`config.mk`:
```
export PLATFORM = sky130hd
export DESIGN_NAME = bus_borrow_requester
export DESIGN_NICKNAME = d
export VERILOG_FILES = /design/src/rtl/bbr_pkg.sv /design/src/rtl/bbr_sync.sv /design/src/rtl/bbr_release_check.sv /design/src/rtl/bbr_fsm.sv /design/src/rtl/bus_borrow_requester.sv
export SDC_FILE = /design/constraint.sdc
export NUM_CORES = 1
export LEC_CHECK = 0
export ABC_CLOCK_PERIOD_IN_PS = 1350
export CAP_MARGIN = 5
export CORE_MARGIN = 3
export CORE_UTILIZATION = 25
export CTS_CLUSTER_DIAMETER = 120
export DETAILED_ROUTE_END_ITERATION = 8
export PLACE_DENSITY = 0.43
export SETUP_SLACK_MARGIN = 0.5
export SLEW_MARGIN = 0
export SYNTH_ARGS = -nofsm -noshare
export SYNTH_HDL_FRONTEND = slang
export SYNTH_SLANG_ARGS = --single-unit
```
`constraint.sdc`:
```
create_clock -name clk -period 1.35 [get_ports clk]
set_input_delay 0.27 -clock clk [delete_from_list [all_inputs] [get_ports clk]]
set_output_delay 0.27 -clock clk [all_outputs]
set_load 0.05 [all_outputs]
```
`src/rtl/bbr_pkg.sv`:
```
package bbr_pkg;

  typedef enum logic [2:0] {
    ST_IDLE     = 3'd0,
    ST_REQUEST  = 3'd1,
    ST_WAIT_REL = 3'd2,
    ST_OWN      = 3'd3,
    ST_RELEASE  = 3'd4
  } bbr_state_e;

  // positions of the asynchronous lines in the synchronizer vector
  localparam int unsigned LN_GRANT  = 0;
  localparam int unsigned LN_STROBE = 1;
  localparam int unsigned LN_XACK   = 2;
  localparam int unsigned LN_GACK   = 3;
  localparam int unsigned LN_COUNT  = 4;

endpackage

```
`src/rtl/bbr_sync.sv`:
```
module bbr_sync #(
  parameter int unsigned WIDTH  = 4,
  parameter int unsigned STAGES = 2,
  parameter logic [WIDTH-1:0] RESET_VAL = '1
) (
  input  logic             clk,
  input  logic             rst,
  input  logic [WIDTH-1:0] async_i,
  output logic [WIDTH-1:0] sync_o
);

  localparam int unsigned DEPTH = (STAGES < 2) ? 2 : STAGES;

  logic [WIDTH-1:0] chain_q [DEPTH];

  always_ff @(posedge clk) begin
    if (rst) begin
      for (int s = 0; s < DEPTH; s++) chain_q[s] <= RESET_VAL;
    end else begin
      chain_q[0] <= async_i;
      for (int s = 1; s < DEPTH; s++) chain_q[s] <= chain_q[s-1];
    end
  end

  assign sync_o = chain_q[DEPTH-1];

endmodule

```
`src/rtl/bbr_release_check.sv`:
```
module bbr_release_check (
  input  logic strobe_act_i,
  input  logic xack_act_i,
  input  logic gack_act_i,
  input  logic ignore_xack_i,
  output logic bus_free_o
);

  logic xack_blocks;

  always_comb begin
    xack_blocks = xack_act_i & ~ignore_xack_i;
    bus_free_o  = ~strobe_act_i & ~gack_act_i & ~xack_blocks;
  end

endmodule

```
`src/rtl/bbr_fsm.sv`:
```
module bbr_fsm
  import bbr_pkg::*;
(
  input  logic       clk,
  input  logic       rst,
  input  logic       local_req_i,
  input  logic       cycles_done_i,
  input  logic       grant_act_i,
  input  logic       bus_free_i,
  output bbr_state_e state_o,
  output logic       req_n_o,
  output logic       pull_o
);

  bbr_state_e state_q, state_d;
  logic       req_n_q, pull_q;
  logic       req_n_d, pull_d;

  always_comb begin
    state_d = state_q;
    unique case (state_q)
      ST_IDLE:     if (local_req_i) state_d = ST_REQUEST;
      ST_REQUEST:  if (grant_act_i) state_d = ST_WAIT_REL;
      ST_WAIT_REL: begin
        if (!grant_act_i)    state_d = ST_REQUEST;
        else if (bus_free_i) state_d = ST_OWN;
      end
      ST_OWN:      if (cycles_done_i) state_d = ST_RELEASE;
      ST_RELEASE:  state_d = ST_IDLE;
      default:     state_d = ST_IDLE;
    endcase
  end

  // request stays asserted through the first cycle of ownership
  always_comb begin
    pull_d  = (state_d == ST_OWN);
    req_n_d = 1'b1;
    if (state_d == ST_REQUEST || state_d == ST_WAIT_REL) req_n_d = 1'b0;
    if (state_d == ST_OWN && state_q != ST_OWN)          req_n_d = 1'b0;
  end

  always_ff @(posedge clk) begin
    if (rst) begin
      state_q <= ST_IDLE;
      req_n_q <= 1'b1;
      pull_q  <= 1'b0;
    end else begin
      state_q <= state_d;
      req_n_q <= req_n_d;
      pull_q  <= pull_d;
    end
  end

  assign state_o = state_q;
  assign req_n_o = req_n_q;
  assign pull_o  = pull_q;

endmodule

```
`src/rtl/bus_borrow_requester.sv`:
```
module bus_borrow_requester
  import bbr_pkg::*;
#(
  parameter int unsigned SYNC_STAGES = 2
) (
  input  logic clk,
  input  logic rst,
  input  logic local_req_i,
  input  logic cycles_done_i,
  input  logic ignore_xack_i,
  input  logic bus_grant_n_i,
  input  logic addr_strobe_n_i,
  input  logic xfer_ack_n_i,
  input  logic grant_ack_n_i,
  output logic bus_req_n_o,
  output logic grant_ack_pull_o,
  output logic owns_bus_o
);

  logic [LN_COUNT-1:0] raw_n, sync_n;
  logic grant_act, strobe_act, xack_act, gack_act;
  logic bus_free;
  bbr_state_e fsm_state;
  logic pull;

  always_comb begin
    raw_n            = '1;
    raw_n[LN_GRANT]  = bus_grant_n_i;
    raw_n[LN_STROBE] = addr_strobe_n_i;
    raw_n[LN_XACK]   = xfer_ack_n_i;
    raw_n[LN_GACK]   = grant_ack_n_i;
  end

  bbr_sync #(
    .WIDTH    (LN_COUNT),
    .STAGES   (SYNC_STAGES),
    .RESET_VAL({LN_COUNT{1'b1}})
  ) sync_i (
    .clk    (clk),
    .rst    (rst),
    .async_i(raw_n),
    .sync_o (sync_n)
  );

  assign grant_act  = ~sync_n[LN_GRANT];
  assign strobe_act = ~sync_n[LN_STROBE];
  assign xack_act   = ~sync_n[LN_XACK];
  assign gack_act   = ~sync_n[LN_GACK];

  bbr_release_check chk_free_i (
    .strobe_act_i (strobe_act),
    .xack_act_i   (xack_act),
    .gack_act_i   (gack_act),
    .ignore_xack_i(ignore_xack_i),
    .bus_free_o   (bus_free)
  );

  bbr_fsm fsm_i (
    .clk          (clk),
    .rst          (rst),
    .local_req_i  (local_req_i),
    .cycles_done_i(cycles_done_i),
    .grant_act_i  (grant_act),
    .bus_free_i   (bus_free),
    .state_o      (fsm_state),
    .req_n_o      (bus_req_n_o),
    .pull_o       (pull)
  );

  assign grant_ack_pull_o = pull;
  assign owns_bus_o       = pull;

endmodule

```
==> impl_metrics.py <==
metrics = {
    "timing": {
        "tightest_slew_ns": 0.381,
        "relSlewSlack": 0.746,
        "period_needed_ns": 1.22,
        "fin_crit_sh": 0.904,
        "final_max_slew_viol_count": 0,
        "finalSetupViolations": 0,
        "fmax_mhz": 819,
        "finalClockSkew_ns": 0.000260,
        "finalSetupTns_ns": 0,
        "rsz0062_at_grt": "true",
        "final_hold_viol_count": 0,
    },
    "layout": {
        "final_nets": 70,
        "fill_cells": 161,
        "regArea_um2": 269,
        "antennaDiodeCount": 0,
        "fin_util": 0.439,
        "syn_to_final_growth_pct": 54.2,
        "multi_input_area_um2": 205,
        "drive_gt1_frac": 0.433,
        "fin_cells": 84,
    },
    "die": {
        "boundaryPins": 12,
        "initial_core_util": 0.285,
        "core_region_area_um2": 1610,
        "die_area_um2": 2390,
        "die_w_um": 48.9,
        "rows": 14,
        "dieHeight_um": 48.9,
    },
    "setup_path": {
        "r2r_start": "fsm_i.state_o[2]$_SDFF_PP0_",
        "crit_path_start": "fsm_i.state_o[2]$_SDFF_PP0_",
        "worstPathRequired_ns": 1.52,
        "cp_num_buf_inv": 0,
        "cp_slowest_cell": "o32a_1",
        "rr_worst_depth": 3,
        "worstPathMaxFanout": 2,
        "path_depth": 3,
        "critPathCapture": "fsm_i.pull_o$_SDFF_PP0_",
        "crit_type": "flip-flop to flip-flop",
        "rrSetupSlack_ns": 0.13,
        "crit_family": "compound AO/OA/AOI/OAI gates",
        "reg2reg_to": "fsm_i.pull_o$_SDFF_PP0_",
        "slowest_delay_ns": 0.38,
        "worstSetupStartpointType": "flip-flop",
        "crit_arrival_ns": 1.39,
        "worstSetupEndpointType": "flip-flop",
        "path_cells": "nand2b_1 > o32a_1 > a2111oi_2",
    },
    "clock_tree": {
        "cts_sinks": 13,
        "clk_latency_ns": 0.26,
        "htreeDepth": 1,
        "cts_hold_buf": 0,
        "numCtsBuffers": 3,
        "cts-root-buf": "clkbuf_4",
        "cts_tree": "yes",
        "path_clk_slew_ns": 0.07,
        "clockBufferDepth": 2,
    },
    "detailed_routing": {
        "ant_nets": 0,
        "firstDrtPassIters": 3,
        "post_drt_wl_per_cell_um": 10.6,
        "vias": 351,
        "drc_errors": 0,
        "drt_iter0_drc": 2,
        "drt-total-wl_um": 893,
        "vias_per_cell": 4.18,
    },
    "logic_synthesis": {
        "synth-xor-area-share": 0.0191,
        "synth-edff-count": 0,
        "synthSimpleGateAreaFrac": 0.275,
        "synth_fa_ha_area_frac": 0,
        "synth_top_area_share": 0.567,
        "ys_seq_area_frac": 0.567,
        "synth_area_um2": 459,
        "syn_area_per_cell_um2": 10.9,
        "synth.most_common_cell": "dfxtp_1",
        "yosysWarningCount": 0,
        "synth_top_flop_cell": "dfxtp_1",
        "synth_common_cells": "13 x dfxtp_1, 6 x or2_2, 3 x nor2_1",
        "synth_top_family_by_area": "simple AND/OR/NAND/NOR gates",
        "synth_cells": 42,
        "syn_nets": 51,
        "ys_top_cells_by_area": "dfxtp_1 57%, or2_2 8.2%, nor2_8 4.4%, a2111oi_2 3.3%, nand3b_1 3.3%",
        "synth_compound_area_frac": 0.106,
        "synth.distinct_cells": 20,
        "ys_async_sr_fraction": 0,
        "synth_largest_area_cell": "dfxtp_1",
        "synthMuxAreaShare": 0,
        "synth-seq-cells": 13,
    },
    "run_status": {
        "status": "complete, no violations",
    },
    "power_and_ir_drop": {
        "seqPwrFrac": 0.549,
        "ir_drop_mv": 0.580,
        "p_int_uw": 579,
        "sw_frac_of_total": 0.226,
        "clkPwrFrac": 0.304,
        "leakage_nw": 0.286,
        "p_sw_uw": 169,
        "power_density_nw_per_um2": 1060,
        "combPwrFrac": 0.147,
    },
    "job": {
        "cap_violations": 0,
    },
    "grt": {
        "grt_max_degree": 12,
        "grt_antenna_before_repair": 0,
        "grt_first_pass_wirelength_mm": 1.60,
        "track_usage": 0.0873,
        "grt_pass1_vias": 381,
        "grt_overflow": 0,
    },
    "placement": {
        "dp_cells": 78,
        "dp_hpwl_um": 624,
        "io_buffers": 11,
        "place.gp.congestion": 0.821,
    },
    "hold_path": {
        "min_path_type": "input port to flip-flop",
    },
}
==> through the flow <==
stage          hold WS [ns]  setup WS, ns  power (mW)  cell area (um2)
6_report              0.389         0.129       0.747              708
5_1_grt               0.413        0.0227       0.788              708
4_1_cts               0.375         0.113       0.757              691
3_5_place_dp          0.397        -0.272       0.516              644
3_3_place_gp          0.392        -0.249       0.514              644
2_1_floorplan         0.346         0.149       0.466              463
==> routing by layer <==
metal  up-vias  track usage  wire length, um
li1        175            -                -
met1       161       0.0953              345
met2        13        0.124              444
met3         2       0.0367               86
met4         0       0.0853               16
met5         -            0                0
==> registers in the layout, summed over array words and instances (netlist names) <==
register        count
fsm_i.state_o       3
fsm_i.pull_o        1
sync_i.chain_q      8
fsm_i.req_n_o       1
==> worst reg2reg max path, stage by stage (launching register included) <==
cell       delay, ns
dfxtp_1         0.31
nand2b_1        0.15
o32a_1          0.38
a2111oi_2       0.28
==> cell families after synthesis <==
group                  count (synthesis)
buffers and inverters                  3
XOR/XNOR                               1
AND/OR/NAND/NOR                       20
AO/OA/AOI/OAI                          5
flip-flops                            13
==> repair_timing <==
action	in CTS	in global routing
pin swaps	5	2
endpoints found under the setup margin	16	8
resized for setup	5	4
setup buffers	2	0
==> power by group through the flow <==
stage	Sequential, mW	Clock [mW]	Combinational (mW)
after global routing	0.413	0.256	0.119
after detailed placement	0.423	0	0.0930
after floorplan	0.430	0	0.0363
final	0.410	0.227	0.110
after global placement	0.423	0	0.0908
after CTS	0.412	0.239	0.105
==> how the worst min path moves through the flow <==
stage | cells past startpoint | from | endpoint
2_1_floorplan | 1 | rst | fsm_i.pull_o$_SDFF_PP0_
4_1_cts | 3 | cycles_done_i | fsm_i.state_o[2]$_SDFF_PP0_
5_1_grt | 3 | cycles_done_i | fsm_i.state_o[2]$_SDFF_PP0_
3_5_place_dp | 1 | sync_i.chain_q[0][1]$_SDFF_PP1_ | sync_i.chain_q[0][5]$_SDFF_PP1_
6_report | 3 | cycles_done_i | fsm_i.state_o[2]$_SDFF_PP0_
3_3_place_gp | 1 | sync_i.chain_q[0][1]$_SDFF_PP1_ | sync_i.chain_q[0][5]$_SDFF_PP1_
==> cell type report <==
cell class              instances  area share
clock buffers                   4      0.0371
inverters                       1     0.00530
multi-input cells              26       0.290
flip-flops and latches         13       0.380
well taps                      24      0.0424
repair buffers                 16       0.246
==> cell usage in the layout (no fill, tap or decap), types with 2 or more instances in the layout <==
cell type and count:
buf_12 3, buf_4 5, nor2_1 2, dfxtp_1 10
or2_2 6, or2_1 2, dlygate4sd2_1 3, nand3b_1 2
dfxtp_4 2, clkdlybuf4s50_1 5, nand2_1 2, clkbuf_4 3
No activity file was read; power rests on OpenSTA's default activity.
